`src/rtl/fpcs_pkg.sv`:
```
package fpcs_pkg;

   typedef enum logic [1:0] {
      OPS_SGNJ   = 2'b00,
      OPS_CMP    = 2'b01,
      OPS_MINMAX = 2'b10,
      OPS_RSVD   = 2'b11
   } fpcs_op_e;

   typedef struct packed {
      logic is_nan;
      logic is_snan;
      logic is_zero;
      logic sign;
   } fpcs_class_t;

   localparam int FLAG_W  = 5;
   localparam int FLAG_NV = 4;

endpackage

```
`src/rtl/fpcs_classify.sv`:
```
module fpcs_classify
   import fpcs_pkg::*;
#(
   parameter int EXP_W = 8,
   parameter int MAN_W = 23
) (
   input  logic [EXP_W+MAN_W:0] val,
   output fpcs_class_t          cls
);
   localparam int W = EXP_W + MAN_W + 1;

   logic exp_ones;
   logic frac_nz;

   always_comb begin
      exp_ones    = &val[W-2:MAN_W];
      frac_nz     = |val[MAN_W-1:0];
      cls.sign    = val[W-1];
      cls.is_zero = ~|val[W-2:0];
      cls.is_nan  = exp_ones & frac_nz;
      cls.is_snan = exp_ones & frac_nz & ~val[MAN_W-1];
   end
endmodule

```
`src/rtl/fpcs_order.sv`:
```
module fpcs_order
   import fpcs_pkg::*;
#(
   parameter int EXP_W = 8,
   parameter int MAN_W = 23
) (
   input  logic [EXP_W+MAN_W:0] a,
   input  logic [EXP_W+MAN_W:0] b,
   input  fpcs_class_t          ca,
   input  fpcs_class_t          cb,
   output logic                 eq,
   output logic                 lt,
   output logic                 lt_total
);
   localparam int W = EXP_W + MAN_W + 1;

   logic both_zero;
   logic mag_lt;
   logic mag_gt;

   always_comb begin
      both_zero = ca.is_zero & cb.is_zero;
      mag_lt    = a[W-2:0] < b[W-2:0];
      mag_gt    = a[W-2:0] > b[W-2:0];
      eq        = (a == b) | both_zero;
      if (both_zero)
         lt = 1'b0;
      else if (ca.sign != cb.sign)
         lt = ca.sign;
      else if (ca.sign)
         lt = mag_gt;
      else
         lt = mag_lt;
      lt_total = lt | (both_zero & ca.sign & ~cb.sign);
   end
endmodule

```
`src/rtl/fpcs_sgnj.sv`:
```
module fpcs_sgnj #(
   parameter int EXP_W = 8,
   parameter int MAN_W = 23
) (
   input  logic [EXP_W+MAN_W:0] a,
   input  logic [EXP_W+MAN_W:0] b,
   input  logic [2:0]           rm,
   output logic [EXP_W+MAN_W:0] res,
   output logic                 legal
);
   localparam int W = EXP_W + MAN_W + 1;

   logic new_sign;

   always_comb begin
      legal    = 1'b1;
      new_sign = 1'b0;
      unique case (rm)
         3'b000:  new_sign = b[W-1];
         3'b001:  new_sign = ~b[W-1];
         3'b010:  new_sign = a[W-1] ^ b[W-1];
         default: legal = 1'b0;
      endcase
      res = {new_sign, a[W-2:0]};
   end
endmodule

```
`src/rtl/fpcs_compare.sv`:
```
module fpcs_compare
   import fpcs_pkg::*;
(
   input  fpcs_class_t ca,
   input  fpcs_class_t cb,
   input  logic        eq,
   input  logic        lt,
   input  logic [2:0]  rm,
   output logic        bit_out,
   output logic        nv,
   output logic        legal
);
   logic any_nan;
   logic any_snan;

   always_comb begin
      any_nan  = ca.is_nan | cb.is_nan;
      any_snan = ca.is_snan | cb.is_snan;
      legal    = 1'b1;
      bit_out  = 1'b0;
      nv       = 1'b0;
      unique case (rm)
         3'b000: begin
            bit_out = eq & ~any_nan;
            nv      = any_snan;
         end
         3'b001: begin
            bit_out = lt & ~any_nan;
            nv      = any_nan;
         end
         3'b010: begin
            bit_out = (lt | eq) & ~any_nan;
            nv      = any_nan;
         end
         default: legal = 1'b0;
      endcase
   end
endmodule

```
`src/rtl/fpcs_minmax.sv`:
```
module fpcs_minmax
   import fpcs_pkg::*;
#(
   parameter int EXP_W = 8,
   parameter int MAN_W = 23
) (
   input  logic [EXP_W+MAN_W:0] a,
   input  logic [EXP_W+MAN_W:0] b,
   input  fpcs_class_t          ca,
   input  fpcs_class_t          cb,
   input  logic                 lt_total,
   input  logic [2:0]           rm,
   output logic [EXP_W+MAN_W:0] res,
   output logic                 nv,
   output logic                 legal
);
   localparam int W = EXP_W + MAN_W + 1;
   localparam logic [W-1:0] CANON_NAN = {1'b0, {EXP_W{1'b1}}, 1'b1, {(MAN_W-1){1'b0}}};

   logic want_max;

   always_comb begin
      legal    = (rm == 3'b000) || (rm == 3'b001);
      want_max = rm[0];
      nv       = ca.is_snan | cb.is_snan;
      if (ca.is_nan && cb.is_nan)
         res = CANON_NAN;
      else if (ca.is_nan)
         res = b;
      else if (cb.is_nan)
         res = a;
      else if (want_max)
         res = lt_total ? b : a;
      else
         res = lt_total ? a : b;
   end
endmodule

```
`src/rtl/fp_cmpsel_unit.sv`:
```
module fp_cmpsel_unit
   import fpcs_pkg::*;
#(
   parameter int EXP_W = 8,
   parameter int MAN_W = 23
) (
   input  logic                 clk,
   input  logic                 rst_n,
   input  logic [EXP_W+MAN_W:0] op_a,
   input  logic [EXP_W+MAN_W:0] op_b,
   input  logic [1:0]           op_sel,
   input  logic [2:0]           rm,
   output logic [EXP_W+MAN_W:0] res,
   output logic [FLAG_W-1:0]    fflags
);
   localparam int W = EXP_W + MAN_W + 1;

   if (EXP_W < 2) begin : g_bad_exp
      $error("fp_cmpsel_unit: EXP_W must be at least 2");
   end
   if (MAN_W < 2) begin : g_bad_man
      $error("fp_cmpsel_unit: MAN_W must be at least 2");
   end

   logic [W-1:0] opnd [2];
   fpcs_class_t  cls  [2];

   assign opnd[0] = op_a;
   assign opnd[1] = op_b;

   for (genvar gi = 0; gi < 2; gi++) begin : g_cls
      fpcs_classify #(.EXP_W(EXP_W), .MAN_W(MAN_W)) u_cls (
         .val (opnd[gi]),
         .cls (cls[gi])
      );
   end

   logic eq, lt, lt_total;

   fpcs_order #(.EXP_W(EXP_W), .MAN_W(MAN_W)) u_order (
      .a        (op_a),
      .b        (op_b),
      .ca       (cls[0]),
      .cb       (cls[1]),
      .eq       (eq),
      .lt       (lt),
      .lt_total (lt_total)
   );

   logic [W-1:0] sgnj_res;
   logic         sgnj_legal;

   fpcs_sgnj #(.EXP_W(EXP_W), .MAN_W(MAN_W)) u_sgnj (
      .a     (op_a),
      .b     (op_b),
      .rm    (rm),
      .res   (sgnj_res),
      .legal (sgnj_legal)
   );

   logic cmp_bit, cmp_nv, cmp_legal;

   fpcs_compare u_cmp (
      .ca      (cls[0]),
      .cb      (cls[1]),
      .eq      (eq),
      .lt      (lt),
      .rm      (rm),
      .bit_out (cmp_bit),
      .nv      (cmp_nv),
      .legal   (cmp_legal)
   );

   logic [W-1:0] mm_res;
   logic         mm_nv, mm_legal;

   fpcs_minmax #(.EXP_W(EXP_W), .MAN_W(MAN_W)) u_mm (
      .a        (op_a),
      .b        (op_b),
      .ca       (cls[0]),
      .cb       (cls[1]),
      .lt_total (lt_total),
      .rm       (rm),
      .res      (mm_res),
      .nv       (mm_nv),
      .legal    (mm_legal)
   );

   logic [W-1:0]      nxt_res;
   logic [FLAG_W-1:0] nxt_flags;

   always_comb begin
      nxt_res   = '0;
      nxt_flags = '0;
      unique case (fpcs_op_e'(op_sel))
         OPS_SGNJ: begin
            if (sgnj_legal) nxt_res = sgnj_res;
         end
         OPS_CMP: begin
            if (cmp_legal) begin
               nxt_res[0]         = cmp_bit;
               nxt_flags[FLAG_NV] = cmp_nv;
            end
         end
         OPS_MINMAX: begin
            if (mm_legal) begin
               nxt_res            = mm_res;
               nxt_flags[FLAG_NV] = mm_nv;
            end
         end
         default: ;
      endcase
   end

   always_ff @(posedge clk or negedge rst_n) begin
      if (!rst_n) begin
         res    <= '0;
         fflags <= '0;
      end else begin
         res    <= nxt_res;
         fflags <= nxt_flags;
      end
   end
endmodule

```
`config.mk`:
```
export PLATFORM = sky130hd
export DESIGN_NAME = fp_cmpsel_unit
export DESIGN_NICKNAME = d
export VERILOG_FILES = /design/src/rtl/fpcs_pkg.sv /design/src/rtl/fpcs_classify.sv /design/src/rtl/fpcs_order.sv /design/src/rtl/fpcs_sgnj.sv /design/src/rtl/fpcs_compare.sv /design/src/rtl/fpcs_minmax.sv /design/src/rtl/fp_cmpsel_unit.sv
export SDC_FILE = /design/constraint.sdc
export NUM_CORES = 1
export LEC_CHECK = 0
export ABC_CLOCK_PERIOD_IN_PS = 1900
export BUFFER_PORTS_ARGS = -buffer_cell sky130_fd_sc_hd__buf_2
export CAP_MARGIN = 20
export CORE_MARGIN = 2
export CORE_UTILIZATION = 50
export DETAILED_ROUTE_END_ITERATION = 16
export GPL_TIMING_DRIVEN = 0
export PLACE_DENSITY = 0.82
export SYNTH_ARGS = -nofsm -noshare
export SYNTH_HDL_FRONTEND = slang
export SYNTH_SLANG_ARGS = --single-unit
```
`constraint.sdc`:
```
create_clock -name clk -period 1.9 [get_ports clk]
set_clock_uncertainty 0.2 [all_clocks]
set_input_delay 0.57 -clock clk [delete_from_list [all_inputs] [get_ports clk]]
set_output_delay 0.57 -clock clk [all_outputs]
set_load 0.02 [all_outputs]
```
### After elaboration in Yosys (flattened, before gate mapping)

Cells that the tools add are included.

| storage, ports and cells | value |
|---|---|
| input bits | 71 |
| output and inout port bits | 37 |
| word-level logic and storage cells | 65 |
| register bits | 33 |

| cells by class | value |
|---|---|
| equal/unequal tests | 6 |
| order comparisons | 2 |
| mux-type cells | 21 |
| reductions and logical operators | 14 |
| bitwise gates (word level) | 20 |

Operators by type and width:

| operator | count |
|---|---|
| two-way mux 32 bit | 8 |
| one-hot mux 31 bit (2 select lines) | 1 |
| OR reduction 31 bit | 2 |
| OR reduction 23 bit | 2 |
| == test 32 bit | 1 |
| greater-than comparator 31 bit | 1 |
| < comparator 31 bit | 1 |
| AND reduction 8 bit | 2 |
| bitwise AND 1 bit | 10 |
| one-hot mux 1 bit (3 select lines) | 3 |
| two-way mux 1 bit | 7 |
| bitwise OR 1 bit | 5 |
| NOT 1 bit | 4 |
| one-hot mux 1 bit (2 select lines) | 2 |
| == test 3 x 1 -> 1 bit, second input constant | 1 |
| == test 3 x 2 -> 1 bit, second input constant | 1 |
| logical NOT 3 bit | 1 |
| OR reduction 3 bit | 1 |
| == test 2 x 1 -> 1 bit, second input constant | 1 |
| == test 2 bit, second input constant | 1 |
| logical NOT 1 bit | 2 |
| logical NOT 2 bit | 1 |
| OR reduction 2 bit | 1 |
| logical AND 1 bit | 1 |
| 3 further kinds | 3 |

### Depth between registers and ports, before layout

Gate-level depths: netlist of run 1.

| logic depth | value |
|---|---|
| word-level depth | 13 |
| mapped depth | 12 |
| gate-level depth less buffers | 10 |

### Hierarchy

Synthesis of run 1 repeated with hierarchy kept, for this count alone.

| second synthesis, totals | value |
|---|---|
| cell total of the unflattened synthesis | 411 |
| area total of the unflattened synthesis | 3,479.6 µm² |

By module, submodules not included:

| module | area each (µm²) | times used | sequential area each (µm²) | cells each |
|---|---|---|---|---|
| fp_cmpsel_unit | 1,591.5 | 1 | 825.8 | 163 |
| fpcs_order | 890.9 | 1 | 0.0 | 123 |
| fpcs_minmax | 417.9 | 1 | 0.0 | 45 |
| fpcs_sgnj | 282.8 | 1 | 0.0 | 38 |
| fpcs_classify | 121.4 | 2 | 0.0 | 17 |
| fpcs_compare | 53.8 | 1 | 0.0 | 8 |

### Worst setup path before layout of run 1

Ideal clock, no wire load.

| timing path | value |
|---|---|
| path type | in2reg |
| from | input port op_a[31] |
| to | register res[10] |
| stages | 10 |
| data arrival time | 2,765 ps |
| path buffers | 2 |
| required time | 1,579 ps |
| path slack | -1,186 ps |
| library setup time | 121 ps |
| cells stage by stage | buf_2 -> inv_1 -> ha_1 -> a2111oi_4 -> o21ai_2 -> o41a_4 -> a31oi_4 -> o211ai_4 -> buf_6 -> a22o_1 |

| between the ends | value |
|---|---|
| cells in the longest elaborated chain, start to end | 11 |
| elaborated cells between the ends (all ways) | 15 |
| classes of those cells | eq/ne: 1; mux: 11; bitwise: 3 |

Ends and longest elaborated chain:

| element | line | source |
|---|---|---|
| start: declaration | fp_cmpsel_unit.sv:9 | `input logic [EXP_W+MAN_W:0] op_a,` |
| two-way mux 1 bit or inequality test 1 bit (tied branches) | fpcs_order.sv:30, fpcs_order.sv:28 |  |
| two-way mux 1 bit | fpcs_order.sv:28 | `else if (ca.sign != cb.sign)` |
| two-way mux 1 bit | fpcs_order.sv:26 | `if (both_zero)` |
| bitwise OR 1 bit * | fpcs_order.sv:34 | `lt_total = lt \| (both_zero & ca.sign & ~cb.sign);` |
| two-way mux 32 bit, on equally long branches | fpcs_minmax.sv:35, fpcs_minmax.sv:33 |  |
| two-way mux 32 bit * | fpcs_minmax.sv:32 | `else if (want_max)` |
| two-way mux 32 bit * | fpcs_minmax.sv:30 | `else if (cb.is_nan)` |
| two-way mux 32 bit * | fpcs_minmax.sv:28 | `else if (ca.is_nan)` |
| two-way mux 32 bit * | fpcs_minmax.sv:26 | `if (ca.is_nan && cb.is_nan)` |
| two-way mux 32 bit * | fp_cmpsel_unit.sv:106 | `if (mm_legal) begin` |
| one-hot mux 31 bit (2 select lines) * | fp_cmpsel_unit.sv:95 | `unique case (fpcs_op_e'(op_sel))` |
| via nxt_res[10] | fp_cmpsel_unit.sv:89 | `logic [W-1:0] nxt_res;` |
| end signal: assignment | fp_cmpsel_unit.sv:120 | `res <= nxt_res;` |
| end: declaration | fp_cmpsel_unit.sv:13 | `output logic [EXP_W+MAN_W:0] res,` |

Mark *: on every way through the listed nets, which the timed path passes. The rest lies on a longest branch.

### Final worst setup path of run 1

| timing path | value |
|---|---|
| from | input port op_b[10] |
| to | register res[22] |

| between the ends | value |
|---|---|
| cells in the longest elaborated chain, start to end | 13 |
| elaborated cells between the ends (all ways) | 22 |
| classes of those cells | order compare: 2; mux: 11; bitwise: 5; reduce/logical: 4 |

Ends and longest elaborated chain:

| element | line | source |
|---|---|---|
| start: declaration | fp_cmpsel_unit.sv:10 | `input logic [EXP_W+MAN_W:0] op_b,` |
| branches (longest 10 deep; another with < comparator 31 bit) | -- |  |
| two-way mux 32 bit * | fpcs_minmax.sv:26 |  |
| two-way mux 32 bit * | fp_cmpsel_unit.sv:106 |  |
| one-hot mux 31 bit (2 select lines) * | fp_cmpsel_unit.sv:95 |  |
| via nxt_res[22] | fp_cmpsel_unit.sv:89 |  |

Mark *: on every way through the listed nets, which the timed path passes.

==> results of run 1 <==
==> worst max-delay path, cell delays in order <==
cell,delay (ns)
buf_2,0.12
inv_1,0.09
ha_4,0.31
nand3_2,0.11
nor3_4,0.33
o31ai_4,0.15
a311oi_2,0.32
buf_4,0.19
o41ai_4,0.11
buf_4,0.17
o2111ai_4,0.23
o211ai_1,0.23
a22o_1,0.27
==> power groups by stage <==
stage	Clock [mW]	Combinational, mW	Sequential (mW)
2_1_floorplan	0	0.304	0.795
3_3_place_gp	0	0.582	0.752
3_5_place_dp	0	0.599	0.753
4_1_cts	0.522	0.654	0.739
5_1_grt	0.572	0.897	0.741
6_report	0.536	0.856	0.739
==> metal layers <==
layer | vias up | GRT usage [%] | share of wire [%]
met5 | - | 0 | 0
met4 | 0 | 9.82 | 6.0
met3 | 70 | 4.83 | 9.8
met2 | 266 | 46.4 | 48
met1 | 1529 | 33.1 | 36
li1 | 1372 | - | -
==> cell type report <==
type | instances | area (µm²)
Buffer | 10 | 90.1
Clock buffer | 6 | 72.6
Clock inverter | 2 | 10.0
Fill cell | 309 | 995
Inverter | 39 | 179
Multi-Input combinational cell | 213 | 2320
Sequential cell | 33 | 826
Tap cell | 72 | 90.1
Timing Repair Buffer | 125 | 821
==> repair_timing <==
action,4_1_cts,5_1_grt
pin swaps,9,18
buffers inserted,6,14
gates cloned,1,2
gates resized for setup,26,100
setup endpoints to repair,33,33
hold buffers,0,0
==> sequential cells by signal (all words and copies together), names as in the netlist <==
signal,count
fflags,1
res,32
==> per-stage QoR <==
step	setup TNS (ns)	setup slack, ns	cells	cell area [µm²]	hold WS (ns)
2_1_floorplan	-33.25	-1.07	295	2990	0.0744
3_3_place_gp	-45.62	-1.47	470	3590	0.461
3_5_place_dp	-46.58	-1.50	470	3590	0.477
4_1_cts	-33.44	-1.09	484	3860	0.176
5_1_grt	-41.66	-1.34	500	4410	0.205
6_report	-39.64	-1.31	500	4410	0.143
==> worst min path at each step <==
stage                     start        end  slack [ns]  depth (start not counted)
final                     rst_n     res[8]        0.14                          1
after global routing      rst_n     res[2]        0.21                          1
after CTS                 rst_n    res[11]        0.18                          1
after detailed placement  rst_n    res[11]        0.48                          1
after global placement    rst_n     res[9]        0.46                          1
after floorplan           rst_n  fflags[4]        0.07                          0
==> layout by cell type (no fill, tap or decap), types with 3 or more instances in the layout <==
master    count
inv_1        19
buf_8         4
nor4_4        3
conb_1        4
nand3_2       3
inv_4         8
nand3_1       4
nand2_1       9
buf_4        30
nand4_1      13
nor4_2        3
o21ai_4       3
o21ai_0       3
inv_2        11
buf_6        19
a22o_1       30
o21ai_2       5
nor3_1        3
nor4_1        9
a21oi_1      10
a21oi_2       4
ha_1         11
clkbuf_8      5
buf_2        80
nor2_1       14
nand2b_1      3
dfrtp_1      33
ha_4         26
a31oi_4       3
nor2_2        3
a21oi_4       3
==> cells by family after synthesis <==
family	synth area share (%)
muxes	0.363
buffers and inverters	8.49
AOI/OAI and AO/OA	27.9
other	0.136
adders and majority gates	16.8
DFF	30.0
xor gates and xnor gates	0.318
and+or+nand+nor	16.0
==> key figures, run 1 <==
Outcome
  • Status: finished with violations
  • Violated checks: setup timing

Floorplanning
  • Die H: 78.2 µm
  • IO Count: 108
  • Die area: 0.00612 mm²
  • Row count: 27
  • Initial Util: 51.0%
  • Die W: 78.2 µm
  • Core area: 0.00541 mm²

Pwr
  • Leak: 2.03 nW
  • Maximum VDD drop: 0.000277 V
  • PD cells: 483 mW/mm²
  • Sw power: 0.767 mW
  • Total power: 2.13 mW
  • Internal Power: 1.36 mW
  • Seq pwr share: 34.7%
  • Sw Share: 36.0%
  • Gate power share: 40.2%
  • Clock power frac: 25.1%

STA
  • Final max-slew violation count: 0
  • Worst Max-Slew Pin Slew: 0.769 ns
  • Final setup vio count: 33
  • RSZ-0062 raised after global routing: true
  • Hold Vio Cnt, Final: 0
  • Maximum clock rate: 311 MHz
  • Fin worst setup slack: -1.31 ns
  • Tmin final: 3.21 ns
  • Slew headroom: 48.7%
  • Period utilization: 169%

Global routing
  • Gr usage total: 26.7%
  • Total gr overflow: 0
  • First-pass GRT wire length: 13000 µm
  • Initial antenna violation count: 0
  • Largest net degree at the start of global routing: 34
  • Vias in the first global route: 2742

Clock tree
  • Clk root buf: clkbuf_8
  • Cts bufs inserted: 5
  • Clock Tree Buf Depth: 2
  • H-tree depth: 2
  • CTS tree: built
  • Clock sinks: 33
  • Clock slew at reported path FFs: 0.08 ns

Drt
  • Vias after detailed routing: 3237
  • Wire per inst: 22.3 µm
  • DR pass1 iterations: 5
  • Remaining antenna violation count: 0
  • Drt first-iter violations: 304
  • Vias/cell: 6.47
  • WL final: 11100 µm
  • DRC violations left: 0

Synth
  • Post-synth ARST share: 100%
  • Number of synthesized register bits: 33
  • Mean area per synthesized cell: 9.44 µm²
  • Most common cell in the netlist: inv_1
  • Distinct cells, synth: 53
  • Post-synth top flop: dfrtp_1
  • Post-Syn Area: 0.00276 mm²
  • Register area share after synthesis: 30.0%
  • EDFF count, synth: 0
  • Cells after Synth: 292
  • Yosys warns: 0
  • Commonest cells post-synth: inv_1, ha_1, dfrtp_1
  • Cell taking the most area after synthesis: dfrtp_1
  • Synth top area share: 30.0%
  • Synth area leaders: dfrtp_1, ha_1, a22o_1, inv_1, nor4_1

Worst setup path
  • CP endpoint kind: register
  • Crit path max fanout: 4
  • WS Path Type: input pin to register
  • CP Launch Type: input pin
  • CP Data Arrival Time: 3.19 ns
  • CP startpoint: op_b[10]
  • Critical Path RT: 1.87 ns
  • CP Capture Point: res[22]

Layout
  • Layout cells sized above 1: 55.4%
  • Util after Layout: 81.6%
  • NumNets Final: 535
  • # diodes: 0
  • Synth-to-Final Area Change: 60.1%

Placed design
  • Final HPWL DP: 6350 µm
  • GP Congestion: 0.919
  • PortBufs: 103

Worst hold path
  • Hold Path Class: input pin to async pin

Job
  • Maxcap violations: 0
Power figures use the tool's default switching activity.
==> inputs of run 2 (changes only) <==
--- a/config.mk
+++ b/config.mk
@@ -8,11 +8,13 @@
 export ABC_CLOCK_PERIOD_IN_PS = 1900
 export BUFFER_PORTS_ARGS = -buffer_cell sky130_fd_sc_hd__buf_2
 export CAP_MARGIN = 20
+export CELL_PAD_IN_SITES_DETAIL_PLACEMENT = 1
+export CELL_PAD_IN_SITES_GLOBAL_PLACEMENT = 1
 export CORE_MARGIN = 2
-export CORE_UTILIZATION = 50
+export CORE_UTILIZATION = 39
 export DETAILED_ROUTE_END_ITERATION = 16
 export GPL_TIMING_DRIVEN = 0
-export PLACE_DENSITY = 0.82
+export PLACE_DENSITY_LB_ADDON = 0.1
 export SYNTH_ARGS = -nofsm -noshare
 export SYNTH_HDL_FRONTEND = slang
 export SYNTH_SLANG_ARGS = --single-unit
==> key figures, run 2 (synthesis results as in run 1) <==
Worst setup path
  • Max incr delay on CP: 0.42 ns (+0.09 ns)
  • CP bufs+invs: 4 (unchanged)
  • CP Launch Type: input pin
  • Most frequent CP cell: buf_6
  • Critical Path RT: 1.88 ns (about the same)
  • Delay-heaviest family, CP: compound AO/OA/AOI/OAI gates
  • CP Data Arrival Time: 3.15 ns (-0.04 ns)
  • Slowest cell on crit path: o41a_4
  • CP startpoint: op_b[21]
  • CP endpoint kind: register
  • WS Path Type: input pin to register
  • CP Capture Point: res[22]
  • Crit path max fanout: 6 (+2)
  • Crit-path cells: buf_4 > inv_2 > ha_4 > nand4_1 > nor3_4 > buf_6 > a2111oi_4 > o21ai_4 > o41a_4 > a31oi_4 > o211ai_4 > buf_6 > a22o_1
  • Critical Path Stages: 13 (unchanged)

Clock tree
  • H-tree depth: 2 (unchanged)
  • Clk root buf: clkbuf_8
  • Clock Tree Buf Depth: 2 (unchanged)
  • CTS tree: built
  • Clock slew at reported path FFs: 0.08 ns (about the same)
  • Clock sinks: 33 (unchanged)
  • Cts bufs inserted: 5 (unchanged)

Floorplanning
  • Die W: 88.1 µm (+13%)
  • Die H: 88.1 µm (+13%)
  • Initial Util: 40.3% (-11 points)
  • Row count: 30 (+11%)
  • IO Count: 108 (unchanged)
  • Die area: 0.00775 mm² (+27%)
  • Core area: 0.00683 mm² (+26%)

Drt
  • Top Metal Used: met4
  • Vias after detailed routing: 3126 (-3.4%)
  • DR WL met2: 6570 µm (+23%)
  • Remaining antenna violation count: 0 (unchanged)
  • WL final: 12700 µm (+14%)
  • Met1 Wirelength: 5120 µm (+27%)
  • DR pass1 iterations: 4 (-1)
  • Wire per inst: 23.9 µm (+7.4%)
  • Vias/cell: 5.88 (-9.2%)
  • Drt first-iter violations: 176 (-42%)
  • DRC violations left: 0 (unchanged)
  • Met3 routed WL: 608 µm (-45%)

Global routing
  • Gr usage total: 26.4% (-0.33 points)
  • Largest net degree at the start of global routing: 34 (unchanged)
  • Initial antenna violation count: 0 (unchanged)
  • Vias in the first global route: 3069 (+12%)
  • Total gr overflow: 0 (unchanged)
  • First-pass GRT wire length: 15800 µm (+22%)

Job
  • Maxcap violations: 0 (unchanged)

Pwr
  • Leak: 2.11 nW (+3.8%)
  • Maximum VDD drop: 0.000329 V (+19%)
  • PD cells: 507 mW/mm² (+4.8%)

STA
  • TNS Setup: -38.84 ns (+0.799 ns)
  • Period utilization: 167% (-1.9 points)
  • Maximum clock rate: 315 MHz (+1.1%)
  • Worst Max-Slew Pin Slew: 0.782 ns (+0.0126 ns)
  • Tmin final: 3.18 ns (-0.0362 ns)
  • Slew headroom: 47.9% (-0.84 points)
  • Final max-slew violation count: 0 (unchanged)
  • RSZ-0062 raised after global routing: true
  • Hold Vio Cnt, Final: 0 (unchanged)
  • Fin worst setup slack: -1.28 ns (+0.0362 ns)
  • Final setup vio count: 33 (unchanged)

Layout
  • Most frequent cells in the layout: buf_2, dfrtp_1, buf_6
  • Synth-to-Final Area Change: 69.0%
  • NumNets Final: 543 (+1.5%)
  • Commonest non-fill, non-tap cell in the layout: buf_2
  • Layout cells sized above 1: 56.9% (+1.5 points)
  • # diodes: 0 (unchanged)
  • Max reg flops: 32 (unchanged)
  • Final cell count without fillers: 532 (+6.4%)
  • Largest registers: res: 32 flops, fflags: 1 flops
  • Filler cells: 750 (+140%)
  • Largest Register: res

Worst hold path
  • Hold Path Class: input pin to async pin

Outcome
  • Violated checks: setup timing
  • Status: finished with violations

Placed design
  • PortBufs: 103 (unchanged)
  • Inst Count DP: 494 (+5.1%)
  • Final HPWL DP: 7170 µm (+13%)
  • GP Congestion: 0.854 (-7.1%)
[run 2: how the worst min path moves through the flow]
| stage | end | depth (start not counted) |
|---|---|---|
| CTS | res[11] | 1 |
| finish | res[11] | 1 |
| global placement | res[13] | 1 |
| detailed placement | res[12] | 1 |
| floorplan | fflags[4] | 0 |
| global route | res[12] | 1 |
[run 2: power by group]
group	switching [mW]	internal (mW)
logic	0.497	0.382
registers	0.00714	0.732
clock network	0.314	0.427
[run 2: repair_timing]
item / in CTS / in global routing
buffers inserted: 9 / 17
pin swaps: 21 / 26
hold buffers: 0 / 0
gates cloned: 4 / 2
gates resized for setup: 45 / 114
endpoints found under the setup margin: 33 / 33
[run 2: routing by layer]
metal / GRT usage (%) / vias to the layer above
li1: - / 1382
met1: 35.1 / 1577
met2: 44.8 / 135
met3: 3.86 / 32
met4: 7.16 / 0
met5: 0 / -
[run 2: metrics by stage]
stage	power [mW]	instance area (µm²)	util [%]	hold WS (ns)	worst slack, ns
final	2.36	4660	68.2	0.147	-1.28
after global placement	1.35	3620	53.0	0.478	-1.59
after floorplan	1.10	2990	-	0.0744	-1.07
after CTS	2.17	4060	59.4	0.171	-1.15
after detailed placement	1.36	3620	53.0	0.492	-1.63
after global routing	2.44	4660	68.2	0.197	-1.35
[run 2: final cells by class]
class	count	area, µm²	area share [%]
multi-input combinational	213	2380	51.1
clock inverter	2	37.5	0.806
clock buffer	6	82.6	1.77
tap	96	120	2.58
sequential	33	826	17.7
timing repair buffer	133	940	20.2
buffer	10	90.1	1.93
inverter	39	181	3.90
==> inputs of run 3 (changes only) <==
--- a/config.mk
+++ b/config.mk
@@ -15,6 +15,8 @@
 export DETAILED_ROUTE_END_ITERATION = 16
 export GPL_TIMING_DRIVEN = 0
 export PLACE_DENSITY_LB_ADDON = 0.1
+export SKIP_CTS_REPAIR_TIMING = 1
 export SYNTH_ARGS = -nofsm -noshare
 export SYNTH_HDL_FRONTEND = slang
 export SYNTH_SLANG_ARGS = --single-unit
+export TNS_END_PERCENT = 30
==> key figures, run 3 (synthesis results as in run 1) <==
Drt
  • DR pass1 iterations: 4 (unchanged)
  • DRC violations left: 0 (unchanged)
  • Wire per inst: 19.6 µm (-18%)
  • Remaining antenna violation count: 0 (unchanged)
  • Vias after detailed routing: 2876 (-8.0%)
  • Vias/cell: 5.60 (-4.8%)
  • WL final: 10100 µm (-21%)
  • Drt first-iter violations: 88 (-50%)

Layout
  • Layout cells sized above 1: 50.2% (-6.6 points)
  • NumNets Final: 525 (-3.3%)
  • Reg area: 826 µm² (unchanged)
  • Filler cells: 796 (+6.1%)
  • # diodes: 0 (unchanged)
  • Most frequent cells in the layout: buf_2, dfrtp_1, a22o_1
  • Max reg flops: 32 (unchanged)
  • Multi-input gate area: 0.00212 mm² (-11%)
  • Util after Layout: 61.0% (-7.2 points)
  • Final cell count without fillers: 514 (-3.4%)
  • Largest Register: res
  • Commonest non-fill, non-tap cell in the layout: buf_2
  • Synth-to-Final Area Change: 51.1%
  • Largest registers: res: 32 flops, fflags: 1 flops

Floorplanning
  • IO Count: 108 (unchanged)
  • Core area: 0.00683 mm² (unchanged)
  • Initial Util: 40.3% (unchanged)
  • Die W: 88.1 µm (unchanged)
  • Row count: 30 (unchanged)
  • Die area: 0.00775 mm² (unchanged)
  • Die H: 88.1 µm (unchanged)

Worst setup path
  • Slowest cell on crit path: nor4_1
  • Max incr delay on CP: 0.47 ns (+0.05 ns)
  • Delay-heaviest family, CP: simple AND/OR/NAND/NOR gates
  • Most frequent CP cell: buf_4
  • WS Path Type: input pin to register
  • CP Data Arrival Time: 3.08 ns (-0.07 ns)
  • CP Launch Type: input pin
  • Crit path max fanout: 5 (-1)
  • CP endpoint kind: register
  • Critical Path Stages: 11 (-2)
  • Critical Path RT: 1.88 ns (about the same)
  • Crit-path cells: buf_2 > nor4_1 > nand4_1 > nor4_4 > buf_4 > nand3_2 > o41a_4 > a31oi_4 > o211ai_4 > buf_4 > a22o_1
  • CP bufs+invs: 3 (-1)

Clock tree
  • Cts bufs inserted: 5 (unchanged)
  • CTS tree: built
  • H-tree depth: 2 (unchanged)
  • Clock slew at reported path FFs: 0.09 ns (about the same)
  • Clock Tree Buf Depth: 2 (unchanged)
  • Clock sinks: 33 (unchanged)
  • Clk root buf: clkbuf_8

Pwr
  • Maximum VDD drop: 0.000309 V (-6.0%)
  • Leak: 1.98 nW (-6.1%)
  • PD cells: 530 mW/mm² (+4.6%)

STA
  • Worst Max-Slew Pin Slew: 0.791 ns (+0.00895 ns)
  • RSZ-0062 raised after global routing: true
  • Slew headroom: 47.3% (-0.60 points)
  • Final setup vio count: 33 (unchanged)
  • Maximum clock rate: 323 MHz (+2.6%)
  • Hold Vio Cnt, Final: 0 (unchanged)
  • Tmin final: 3.10 ns (-0.0793 ns)
  • Period utilization: 163% (-4.2 points)
  • Fin worst setup slack: -1.20 ns (+0.0793 ns)
  • Final max-slew violation count: 0 (unchanged)

Outcome
  • Violated checks: setup timing
  • Status: finished with violations

Job
  • Maxcap violations: 0 (unchanged)

Global routing
  • Met3 Use GR: 3.77% (-0.094 points)
  • Initial antenna violation count: 0 (unchanged)
  • GR peak layer: met2
  • Total gr overflow: 0 (unchanged)
  • Met2 usage: 40.6% (-4.2 points)
  • First-pass GRT wire length: 13900 µm (-12%)
  • M1 GR Usage: 30.0% (-5.0 points)
  • Gr usage total: 23.4% (-3.0 points)
  • Vias in the first global route: 2855 (-7.0%)
  • Largest net degree at the start of global routing: 34 (unchanged)

Placed design
  • Final HPWL DP: 7210 µm (+0.54%)
  • Inst Count DP: 494 (unchanged)
  • GP Congestion: 0.831 (-2.7%)
  • PortBufs: 103 (unchanged)

Worst hold path
  • Hold Path Class: input pin to async pin
==> run 3: area by class of cell <==
cell class | count | share of cell area [%]
Multi-Input combinational cell | 212 | 50.9
Sequential cell | 33 | 19.8
Timing Repair Buffer | 115 | 17.0
Inverter | 39 | 4.24
Tap cell | 96 | 2.88
Buffer | 11 | 2.34
Clock buffer | 7 | 2.07
Clock inverter | 1 | 0.721
==> run 3: path summary, 6_finish.rpt <==
check                      startpoint         to  slack, ns
hold / removal                  rst_n     res[2]       0.15
setup / recovery              op_a[2]     res[1]      -1.20
min in group clk                rm[2]  fflags[4]       0.27
max in group asynchronous       rst_n     res[4]       0.84
==> run 3: stage by stage <==
step / hold WS, ns / cell area, µm² / power [mW] / setup TNS, ns / setup slack [ns]
3_3_place_gp: 0.488 / 3600 / 1.35 / -49.83 / -1.60
6_report: 0.147 / 4160 / 2.21 / -36.87 / -1.20
3_5_place_dp: 0.496 / 3600 / 1.36 / -50.44 / -1.64
4_1_cts: 0.175 / 3710 / 2.09 / -41.42 / -1.39
5_1_grt: 0.207 / 4160 / 2.30 / -41.72 / -1.35
2_1_floorplan: 0.0744 / 2960 / 1.10 / -33.30 / -1.07
==> run 3: routing by layer <==
layer  routed length, µm  vias up
li1                    -     1347
met1                4210     1408
met2                5110      100
met3                 495       21
met4                 264        0
met5                   0        -
==> run 3: power breakdown <==
part	leakage, nW	switching [mW]	internal, mW
clock network	0.0585	0.304	0.428
registers	0.451	0.00735	0.732
logic	1.47	0.415	0.320
total	1.98	0.727	1.48
